<file path="config.mk">
export PLATFORM = sky130hd
export DESIGN_NAME = coast_window_gen
export DESIGN_NICKNAME = d
export VERILOG_FILES = /design/src/rtl/coast_pkg.sv /design/src/rtl/coast_sync_front.sv /design/src/rtl/coast_frame_tracker.sv /design/src/rtl/coast_ext_polarity.sv /design/src/rtl/coast_window_gen.sv
export SDC_FILE = /design/constraint.sdc
export NUM_CORES = 1
export LEC_CHECK = 0
export CORE_MARGIN = 1.5
export CORE_UTILIZATION = 55
export DETAILED_ROUTE_END_ITERATION = 10
export GPL_TIMING_DRIVEN = 0
export HOLD_SLACK_MARGIN = 0.03
export PLACE_DENSITY = 0.77
export SYNTH_ARGS = -nofsm -noshare
export SYNTH_HDL_FRONTEND = slang
export SYNTH_HIERARCHICAL = 1
export SYNTH_SLANG_ARGS = --single-unit
</file>
<file path="constraint.sdc">
create_clock -name clk -period 7.3 [get_ports clk]
set_input_delay 0.73 -clock clk [delete_from_list [all_inputs] [get_ports clk]]
set_output_delay 0.73 -clock clk [all_outputs]
set_load 0.005 [all_outputs]
</file>
<file path="src/rtl/coast_pkg.sv">
package coast_pkg;

    localparam int CNT_W = 8;

    typedef logic [CNT_W-1:0] cnt_t;

    // registered views of the sync inputs shared between sub-blocks
    typedef struct packed {
        logic hs_edge;
        logic vs_raw;
        logic vs_filt;
        logic vs_ref;
        logic ext_lvl;
    } sync_taps_t;

    // static configuration bundle
    typedef struct packed {
        logic use_ext;
        logic filt_sel;
        logic pol_override;
        logic pol_manual;
        cnt_t pre;
        cnt_t post;
    } coast_cfg_t;

    // precoast opens when the line count comes within pre lines of the frame end
    function automatic logic pre_reached(input logic [31:0] line,
                                         input logic [31:0] flen,
                                         input cnt_t        pre);
        return (pre != '0) && ((line + 32'(pre)) >= flen);
    endfunction

    function automatic logic apply_pol(input logic lvl, input logic active_high);
        return active_high ? lvl : ~lvl;
    endfunction

endpackage

</file>
<file path="src/rtl/coast_sync_front.sv">
module coast_sync_front
    import coast_pkg::*;
(
    input  logic       clk,
    input  logic       rst,
    input  logic       hsync_in,
    input  logic       vsync_in,
    input  logic       ext_in,
    input  logic       filt_sel,
    output sync_taps_t taps
);

    logic hs_q, hs_q2, vs_q, ext_q, filt_q;
    logic hs_edge;

    always_ff @(posedge clk) begin
        if (rst) begin
            hs_q   <= 1'b0;
            hs_q2  <= 1'b0;
            vs_q   <= 1'b0;
            ext_q  <= 1'b0;
            filt_q <= 1'b0;
        end else begin
            hs_q   <= hsync_in;
            hs_q2  <= hs_q;
            vs_q   <= vsync_in;
            ext_q  <= ext_in;
            // a pulse survives only once a line edge has been seen inside it
            filt_q <= vs_q & (filt_q | hs_edge);
        end
    end

    assign hs_edge = hs_q & ~hs_q2;

    always_comb begin
        taps.hs_edge = hs_edge;
        taps.vs_raw  = vs_q;
        taps.vs_filt = filt_q;
        taps.vs_ref  = filt_sel ? filt_q : vs_q;
        taps.ext_lvl = ext_q;
    end

endmodule

</file>
<file path="src/rtl/coast_frame_tracker.sv">
module coast_frame_tracker
    import coast_pkg::*;
#(
    parameter int LINE_W = 11
)(
    input  logic clk,
    input  logic rst,
    input  logic hs_edge,
    input  logic vs_ref,
    input  cnt_t pre,
    input  cnt_t post,
    output logic win_on,
    output logic frame_valid,
    output logic post_busy
);

    localparam logic [LINE_W-1:0] LINE_MAX = '1;

    logic              vs_d;
    logic              seen_vs;
    logic [LINE_W-1:0] line_cnt;
    logic [LINE_W-1:0] frame_len;
    cnt_t              post_cnt;
    logic              vs_lead, vs_trail, pre_on;

    assign vs_lead  = vs_ref & ~vs_d;
    assign vs_trail = ~vs_ref & vs_d;

    always_ff @(posedge clk) begin
        if (rst) begin
            vs_d        <= 1'b0;
            seen_vs     <= 1'b0;
            frame_valid <= 1'b0;
            line_cnt    <= '0;
            frame_len   <= '0;
        end else begin
            vs_d <= vs_ref;
            if (vs_lead) begin
                seen_vs  <= 1'b1;
                line_cnt <= '0;
                if (seen_vs) begin
                    frame_len   <= line_cnt;
                    frame_valid <= 1'b1;
                end
            end else if (hs_edge && line_cnt != LINE_MAX) begin
                line_cnt <= line_cnt + 1'b1;
            end
        end
    end

    always_ff @(posedge clk) begin
        if (rst) begin
            post_cnt <= '0;
        end else if (vs_trail) begin
            post_cnt <= post;
        end else if (hs_edge && post_cnt != '0) begin
            post_cnt <= post_cnt - 1'b1;
        end
    end

    assign pre_on    = frame_valid &&
                       pre_reached(32'(line_cnt), 32'(frame_len), pre);
    // the trailing-edge clock is covered before the counter loads
    assign post_busy = (post_cnt != '0) || (vs_trail && post != '0);
    assign win_on    = vs_ref | pre_on | post_busy;

endmodule

</file>
<file path="src/rtl/coast_ext_polarity.sv">
module coast_ext_polarity #(
    parameter int DET_W = 8
)(
    input  logic clk,
    input  logic rst,
    input  logic ext_lvl,
    output logic auto_high
);

    localparam logic [DET_W:0] HALF = (DET_W+1)'(2 ** (DET_W - 1));

    logic [DET_W-1:0] win_cnt;
    logic [DET_W:0]   hi_cnt;
    logic [DET_W:0]   hi_next;

    assign hi_next = hi_cnt + (DET_W+1)'(ext_lvl);

    always_ff @(posedge clk) begin
        if (rst) begin
            win_cnt   <= '0;
            hi_cnt    <= '0;
            auto_high <= 1'b1;
        end else begin
            win_cnt <= win_cnt + 1'b1;
            if (win_cnt == '1) begin
                // the asserted level is the one seen less often
                auto_high <= (hi_next < HALF);
                hi_cnt    <= '0;
            end else begin
                hi_cnt <= hi_next;
            end
        end
    end

endmodule

</file>
<file path="src/rtl/coast_window_gen.sv">
module coast_window_gen
    import coast_pkg::*;
#(
    parameter int LINE_W = 11,
    parameter int DET_W  = 8
)(
    input  logic             clk,
    input  logic             rst,
    input  logic             hsync_in,
    input  logic             vsync_in,
    input  logic             ext_coast_in,
    input  logic             use_ext_coast,
    input  logic             vs_filter_sel,
    input  logic             ext_pol_override,
    input  logic             ext_pol_manual,
    input  logic [CNT_W-1:0] precoast_lines,
    input  logic [CNT_W-1:0] postcoast_lines,
    output logic             coast_out
);

    coast_cfg_t cfg;
    sync_taps_t taps;
    logic       win_on, frame_valid, post_busy, auto_high, pol_high, ext_act;
    logic       vs_ref, vs_raw, vs_filt, hs_edge, ext_lvl;

    always_comb begin
        cfg.use_ext      = use_ext_coast;
        cfg.filt_sel     = vs_filter_sel;
        cfg.pol_override = ext_pol_override;
        cfg.pol_manual   = ext_pol_manual;
        cfg.pre          = precoast_lines;
        cfg.post         = postcoast_lines;
    end

    coast_sync_front u_front (
        .clk      (clk),
        .rst      (rst),
        .hsync_in (hsync_in),
        .vsync_in (vsync_in),
        .ext_in   (ext_coast_in),
        .filt_sel (cfg.filt_sel),
        .taps     (taps)
    );

    assign vs_ref  = taps.vs_ref;
    assign vs_raw  = taps.vs_raw;
    assign vs_filt = taps.vs_filt;
    assign hs_edge = taps.hs_edge;
    assign ext_lvl = taps.ext_lvl;

    coast_frame_tracker #(.LINE_W(LINE_W)) u_track (
        .clk         (clk),
        .rst         (rst),
        .hs_edge     (hs_edge),
        .vs_ref      (vs_ref),
        .pre         (cfg.pre),
        .post        (cfg.post),
        .win_on      (win_on),
        .frame_valid (frame_valid),
        .post_busy   (post_busy)
    );

    coast_ext_polarity #(.DET_W(DET_W)) u_pol (
        .clk       (clk),
        .rst       (rst),
        .ext_lvl   (ext_lvl),
        .auto_high (auto_high)
    );

    assign pol_high = cfg.pol_override ? cfg.pol_manual : auto_high;
    assign ext_act  = apply_pol(ext_lvl, pol_high);

    always_ff @(posedge clk) begin
        if (rst) coast_out <= 1'b0;
        else     coast_out <= cfg.use_ext ? ext_act : win_on;
    end

endmodule

</file>
* After elaboration in Yosys (flattened, before gate mapping)
Cells that the tools add are included.
Word-level totals: word-level logic and storage cells 54, flip-flop bits (word level) 57
Cells by class: add/sub/neg operators 5, bitwise logic cells 11, reductions and logical operators 13, equality and inequality tests 2, $lt $le $gt $ge 2, mux-type cells 6
Operators with widths (count):
- 32-bit by 11-bit >= comparator with 1-bit output | 1
- 8-bit nonzero test | 3
- 8-bit two-way mux | 2
- 11-bit by 8-bit adder with 12-bit output | 1
- 11-bit by 1-bit adder with 11-bit output, second input constant | 1
- 11-bit inequality test, second input constant | 1
- 9-bit by 1-bit adder with 9-bit output | 1
- 9-bit by 8-bit less-than comparator with 1-bit output, second input constant | 1
- 8-bit by 1-bit adder with 8-bit output, second input constant | 1
- 8-bit equality test, second input constant | 1
- 8-bit by 1-bit subtractor with 8-bit output, second input constant | 1
- 1-bit logical AND | 5
- 1-bit bitwise AND | 4
- 1-bit two-way mux | 4
- 1-bit inverter | 4
- 2-bit OR reduction | 2
- 1-bit bitwise OR | 3
- 2-bit AND reduction | 1
- 2-bit nonzero test | 1
- 1-bit logical OR | 1

* Logic depth before layout (Yosys ltp)
Gate-level depths: netlist of run 1.
depth after elaboration 7, mapped depth 15, depth with buffers taken out 15

* Cells and area by module
Netlist of run 1, hierarchy kept.
Modules (own cells, without submodules):
- coast_frame_tracker | area an instance 2222.1 um^2, seq. area each 660.6 um^2, cells each 280, times used 1
- coast_ext_polarity | area an instance 723.2 um^2, seq. area each 360.3 um^2, cells each 78, times used 1
- coast_sync_front | area an instance 196.4 um^2, seq. area each 100.1 um^2, cells each 17, times used 1
- coast_window_gen | area an instance 55.1 um^2, seq. area each 20.0 um^2, cells each 5, times used 1

* Worst setup path after synthesis of run 1
OpenSTA, ideal clock, no wires.
path kind input to register, start point input port precoast_lines[0], end point register coast_out, arrival time 3277 ps, setup slack 3900 ps, data required time 7177 ps, path buffers 0, stages 14, cells stage by stage ha_1 fa_1 a211oi_1 nor2_1 o31ai_1 a21oi_1 xnor2_1 ha_1 o21a_1 o21ai_0 o211ai_1 a211o_1 nor2_1 a211oi_2
On the way: longest elaborated chain between the ends 7, elaborated cells on any way between the ends 8
Ends and longest elaborated chain:
- start, declared | line coast_window_gen.sv:16 | input logic [CNT_W-1:0] precoast_lines,
- 11-bit by 8-bit adder with 12-bit output | line coast_pkg.sv:30 | return (pre != '0) && ((line + 32'(pre)) >= flen);
- 32-bit by 11-bit >= comparator with 1-bit output | line coast_pkg.sv:30
- 1-bit logical AND * | line coast_pkg.sv:30
- 1-bit logical AND * | line coast_frame_tracker.sv:61 | assign pre_on = frame_valid &&
- 1-bit bitwise OR * (2 in series) | line coast_frame_tracker.sv:65 | assign win_on = vs_ref | pre_on | post_busy;
- named net win_on | line coast_window_gen.sv:23 | logic win_on, frame_valid, post_busy, auto_high, pol_high, ext_act;
- 1-bit two-way mux * | line coast_window_gen.sv:75 | else coast_out <= cfg.use_ext ? ext_act : win_on;
- end signal, assigned | line coast_window_gen.sv:75
- end, declared | line coast_window_gen.sv:18 | output logic coast_out
Mark *: on every way through the listed nets, which the timed path passes. The rest lies on a longest branch. A chain may end at the register's enable or synchronous reset.

* Worst setup path after layout of run 1
Ends and elaborated chain as after synthesis.

==> results of run 1 <==
## cell type report
cell class / count / area, µm² / area share (%)
plain buffers: 14 / 71.32 / 1.930
clock inverters: 3 / 15.01 / 0.4064
well taps: 72 / 90.09 / 2.438
clock buffers: 12 / 165.2 / 4.470
flip-flops and latches: 57 / 1141 / 30.88
repair buffers: 25 / 250.2 / 6.773
inverters: 23 / 86.33 / 2.337
multi-input cells: 283 / 1876 / 50.76
## registers in the layout, summed over array words and instances (netlist names), 8 cells and up
register and cells:
u_track/line_cnt 11, u_pol/win_cnt 8, u_track/post_cnt 8, u_track/frame_len 11, u_pol/hi_cnt 9
## per-stage QoR
step / util (%) / cells / setup WS, ns
global placement: 63.44 / 474 / 2.988
CTS: 66.69 / 489 / 3.214
detailed placement: 63.44 / 474 / 2.939
floorplan: - / 377 / 3.900
global route: 66.69 / 489 / 2.899
finish: 66.69 / 489 / 3.171
## power by group
group	switching [W]	leakage, nW	internal [W]
sequential	0.0000122	0.463	0.000323
clock	0.000120	0.0980	0.000147
combinational	0.0000577	0.827	0.0000590
## worst reg2reg max path, cell delays in order (launching register included)
cell	delay, ns
dfxtp_1	0.39
ha_1	0.24
fa_1	0.43
a211oi_1	0.23
nor2_1	0.11
o31ai_1	0.40
a21oi_1	0.18
xnor2_1	0.23
ha_1	0.27
o21a_1	0.20
o21ai_0	0.20
o211ai_1	0.15
a211o_1	0.36
nor2_1	0.14
a211oi_2	0.05
## final timing paths
path | from | to | slack [ns] | cells past startpoint
max | precoast_lines[0] | coast_out$_SDFF_PP0_ | 3.17 | 15
min | u_pol/win_cnt[0]$_SDFF_PP0_ | u_pol/win_cnt[0]$_SDFF_PP0_ | 0.45 | 1
max reg2reg | u_track/line_cnt[0]$_SDFFE_PP0P_ | coast_out$_SDFF_PP0_ | 3.60 | 14
min reg2reg | u_pol/win_cnt[0]$_SDFF_PP0_ | u_pol/win_cnt[0]$_SDFF_PP0_ | 0.45 | 1
## per-layer routing
metal	routed length, µm	up-vias
met1	3129	1233
met5	0	-
met2	3167	39
met3	199	13
met4	130	0
li1	-	1386
==> flow_summary_export.csv, run 1 <==
group,metric,value,unit
timing,slew_viol_final,0,
clock_network,insertion_delay,0.33,ns
detailed_routing,vias,2671,
die,pin_count,26,
global_routing,use_met1,28.64,%
synth,syn-num-nets,428,
cells_and_area,final_cell_mix,"dfxtp_1 (57), nor2_1 (52), a21oi_1 (26)",
timing,tns,0,ns
global_routing,grt_pass1_vias,2589,
detailed_routing,firstDrtPassIters,5,
worst_setup_path,critPathRequiredTime,7.50,ns
worst_setup_path,end_kind,"flop",
synth,synthesis.area,3174,µm²
timing,worst_slew_pin_slew,0.6260,ns
cells_and_area,final_net_count,464,
timing,setup_viol,0,
synth,syn_inst,377,
global_routing,grt_max_degree,13,
timing,fin_crit_sh,56.56,%
detailed_routing,drc,0,
power,ir_drop,0.1486,mV
global_routing,grt-busiest-layer,"met2",
timing,finClkSkew,0.008684,ns
cells_and_area,synthToLayoutAreaGrowth,16.40,%
worst_setup_path,crit_arrival,4.33,ns
clock_network,clockRootBuffer,"clkbuf_8",
clock_network,cts_buffers,9,
clock_network,clock_sink_count,57,
die,die_h,78.97,µm
worst_setup_path,criticalPathCategory,"input port to flop",
die,die_w,78.97,µm
placed_design,dp_hpwl,4919,µm
global_routing,grt_overflow,0,
detailed_routing,ant_nets,0,
worst_setup_path,path_buf_inv,1,
worst_setup_path,cp_top_family,"compound AO/OA/AOI/OAI gates",
clock_network,cts_setup_buffers,0,
timing,fin_hold_ws,0.4488,ns
global_routing,grt_pass1_wl,11530,µm
worst_hold_path,hold_class,"flop to flop",
worst_setup_path,crit_chain,"clkdlybuf4s50_1 > ha_1 > fa_1 > a211oi_1 > nor2_1 > o31ai_1 > a21oi_1 > xnor2_1 > ha_1 > o21a_1 > o21ai_0 > o211ai_1 > a211o_1 > nor2_1 > a211oi_2",
detailed_routing,drt-initial-drc-count,214,
clock_network,cts_tree,"yes",
placed_design,place_congestion,0.8543,
global_routing,antenna_found_initial,0,
clock_network,holdBufCountCts,0,
timing,hold_violations,0,
synth,yosysWarnings,6,
placed_design,placed_area,3515,µm²
cells_and_area,antennaDiodeCount,0,
die,start_util,57.29,%
cells_and_area,final_common_cell,"dfxtp_1",
clock_network,htreeDepth,3,
synth,avgSynthCellArea,8.420,µm²
worst_setup_path,slowest_stage,"clkdlybuf4s50_1",
worst_setup_path,max_stage_delay,0.43,ns
die,design.core.area,5540,µm²
timing,slew-limit-headroom,57.91,%
detailed_routing,vias_per_cell,5.462,
die,die-area,6236,µm²
global_routing,grtUsageMet3,6.437,%
cells_and_area,filler_cell_count,487,
detailed_routing,drt_wl_total,6626,µm
power,power_density,194.8,nW/µm²
global_routing,track_usage,23.69,%
detailed_routing,wl_per_cell,13.55,µm
clock_network,cts.clk_slew.worst_paths,0.06,ns
die,core.rowCount,27,
power,p_leak,1.388,nW
timing,rsz0062_at_grt,"false",
outcome,status,"completed",
timing,fmax,0.2422,GHz
global_routing,grt_use_met2,39.91,%
placed_design,port_buffers,25,
cells_and_area,drive_above_1_share,10.07,%
power,power,0.0007197,W
clock_network,clk_path_buf_depth,2,
run,maxCapViolations,0,
worst_setup_path,crit_fanout,3,
timing,min_period,4.129,ns
worst_setup_path,cp-start-kind,"input port",
clock_network,cts_resized,0,
cells_and_area,finalInstanceArea,3695,µm²
Note: power is estimated with default switching activity, not from simulation.
==> run 2, diff against run 1 <==
--- a/config.mk
+++ b/config.mk
@@ -6,11 +6,11 @@
 export NUM_CORES = 1
 export LEC_CHECK = 0
 export CORE_MARGIN = 1.5
-export CORE_UTILIZATION = 55
+export CORE_UTILIZATION = 52
 export DETAILED_ROUTE_END_ITERATION = 10
 export GPL_TIMING_DRIVEN = 0
 export HOLD_SLACK_MARGIN = 0.03
-export PLACE_DENSITY = 0.77
+export PLACE_DENSITY = 0.76
 export SYNTH_ARGS = -nofsm -noshare
 export SYNTH_HDL_FRONTEND = slang
 export SYNTH_HIERARCHICAL = 1
==> constraint.sdc (replaced) <==
create_clock -name clk -period 3.4 [get_ports clk]
set_input_delay 0.34 -clock clk [delete_from_list [all_inputs] [get_ports clk]]
set_output_delay 0.34 -clock clk [all_outputs]
set_load 0.005 [all_outputs]
==> run 2 against run 1 <==
Net effect:
- register-to-register slack worse by 3.4 ns
- utilization decreased by 3.1 points
- first-iteration DRC count decreased by 27%
- largest power group unchanged
==> flow_summary_export.csv, run 2 (synthesized netlist as in run 1, its figures left out) <==
group,metric,value,unit
die,die_w,81.13,µm
global_routing,grt_pass1_vias,2464,
detailed_routing,ant_nets,0,
power,p_int,0.001124,W
worst_setup_path,critPathRequiredTime,3.60,ns
worst_setup_path,slowest_stage,"fa_2",
clock_network,cts.clk_slew.worst_paths,0.06,ns
global_routing,grt_overflow,0,
worst_setup_path,crit_arrival,3.43,ns
die,core.rowCount,28,
power,power_frac_comb,16.5,%
global_routing,grt_max_degree,13,
placed_design,placed_area,3518,µm²
cells_and_area,final_cell_mix,"dfxtp_1 (56), nor2_1 (50), nand2_1 (25)",
power,swShare,26.01,%
power,power_density,403.8,nW/µm²
global_routing,track_usage,20.86,%
worst_hold_path,hold_class,"flop to flop",
timing,fin_crit_sh,95.03,%
timing,finClkSkew,0.006254,ns
clock_network,htreeDepth,3,
global_routing,grt_pass1_wl,10580,µm
worst_setup_path,cp-start-kind,"flop",
power,p_leak,1.400,nW
die,pin_count,26,
worst_setup_path,crit_fanout,7,
power,ir_drop,0.2796,mV
clock_network,cts_buffers,9,
cells_and_area,synthToLayoutAreaGrowth,18.53,%
cells_and_area,final_common_cell,"dfxtp_1",
outcome,status,"completed",
die,design.core.area,5921,µm²
power,seqPwrFrac,47.5,%
power,switchingPower,0.0003952,W
clock_network,clock_sink_count,57,
power,power_frac_clock,36.0,%
detailed_routing,drt-initial-drc-count,156,
power,power,0.001519,W
placed_design,place_congestion,0.8014,
timing,fmax,0.3095,GHz
clock_network,clk_path_buf_depth,2,
cells_and_area,filler_cell_count,482,
worst_setup_path,crit_chain,"ha_2 > fa_2 > a211oi_2 > nor2_2 > o31ai_4 > a21oi_2 > xnor2_1 > ha_1 > nor3_2 > o21ai_1 > a21oi_2 > o211ai_1 > a211o_1 > nor2_2 > a211oi_2",
timing,rsz0062_at_grt,"false",
detailed_routing,vias,2647,
die,die-area,6582,µm²
placed_design,port_buffers,25,
timing,slew_viol_final,0,
detailed_routing,vias_per_cell,5.347,
worst_setup_path,criticalPathCategory,"flop to flop",
cells_and_area,antennaDiodeCount,0,
worst_setup_path,end_kind,"flop",
global_routing,antenna_found_initial,0,
die,start_util,53.61,%
detailed_routing,wl_per_cell,12.77,µm
timing,setup_viol,0,
clock_network,insertion_delay,0.33,ns
cells_and_area,final_net_count,466,
timing,min_period,3.231,ns
timing,hold_violations,0,
detailed_routing,drc,0,
timing,worst_slew_pin_slew,0.6205,ns
timing,slew-limit-headroom,58.28,%
cells_and_area,finalInstanceArea,3762,µm²
placed_design,dp_hpwl,4640,µm
clock_network,cts_tree,"yes",
run,maxCapViolations,0,
die,die_h,81.13,µm
detailed_routing,drt_wl_total,6322,µm
cells_and_area,drive_above_1_share,13.10,%
clock_network,clockRootBuffer,"clkbuf_8",
detailed_routing,firstDrtPassIters,4,
cells_and_area,reg_top3,"u_track/frame_len (11), u_track/line_cnt (11), u_pol/hi_cnt (9)",
worst_setup_path,max_stage_delay,0.42,ns
[run 2: critical path: cells and delay by family (launching register included)]
kind / cells / cell delay (ns)
AO/OA/AOI/OAI: 8 / 1.41
adder cells (fa/ha/maj): 3 / 0.82
flip-flops: 1 / 0.37
AND/OR/NAND/NOR: 3 / 0.35
XOR/XNOR: 1 / 0.13
[run 2: metal layers]
metal / part of all wire [%] / wire, µm / global-route usage, %
met1: 49 / 3087 / 26.52
met5: 0 / 0 / 0
met3: 3.0 / 191 / 3.933
met4: 2.2 / 140 / 11.03
met2: 46 / 2903 / 33.42
[run 2: stage by stage]
stage	cells	hold slack, ns	utilization (%)	TNS (ns)	worst slack, ns
finish	495	0.4531	63.55	0	0.1690
global route	495	0.4740	63.55	0	0.01171
CTS	494	0.4569	62.89	0	0.04385
detailed placement	477	0.4407	59.43	-0.6015	-0.6015
global placement	477	0.4301	59.43	-0.5716	-0.5716
floorplan	377	0.4046	-	0	0.3702
[run 2: path summary, 6_finish.rpt]
path,from,to,slack [ns],cells past startpoint
worst min register to register,u_front/vs_q$_SDFF_PP0_,u_front/filt_q$_SDFF_PP0_,0.45,1
worst max-delay path,u_track/line_cnt[0]$_SDFFE_PP0P_,coast_out$_SDFF_PP0_,0.17,15
worst max register to register,u_track/line_cnt[0]$_SDFFE_PP0P_,coast_out$_SDFF_PP0_,0.17,15
worst min-delay path,u_front/vs_q$_SDFF_PP0_,u_front/filt_q$_SDFF_PP0_,0.45,1
[run 2: what timing repair did]
item / in CTS / in global routing
pin swaps: 4 / 8
buffers inserted: 1 / 1
hold buffers: 0 / 0
endpoints found under the setup margin: 1 / 1
gates resized for setup: 5 / 13
[run 2: final cells by class]
class | count | area [µm²] | area share, %
plain buffers | 14 | 71.32 | 1.896
clock inverters | 3 | 15.01 | 0.3991
flip-flops and latches | 57 | 1142 | 30.36
repair buffers | 27 | 267.8 | 7.117
inverters | 23 | 86.33 | 2.295
clock buffers | 13 | 158.9 | 4.223
well taps | 75 | 93.84 | 2.494
multi-input cells | 283 | 1927 | 51.21
[run 2: power by group through the flow]
stage	combinational (W)	clock (W)	sequential, W
2_1_floorplan	0.000173	0	0.000731
3_3_place_gp	0.000239	0	0.000734
3_5_place_dp	0.000242	0	0.000736
4_1_cts	0.000247	0.000562	0.000721
6_report	0.000251	0.000547	0.000722
5_1_grt	0.000281	0.000591	0.000725
==> run 3, diff against run 2 <==
--- a/config.mk
+++ b/config.mk
@@ -11,6 +11,7 @@
 export GPL_TIMING_DRIVEN = 0
 export HOLD_SLACK_MARGIN = 0.03
 export PLACE_DENSITY = 0.76
+export SLEW_MARGIN = 20
 export SYNTH_ARGS = -nofsm -noshare
 export SYNTH_HDL_FRONTEND = slang
 export SYNTH_HIERARCHICAL = 1
==> results of run 3 <==
Final layout, timing and power as in run 2 (identical DEF).
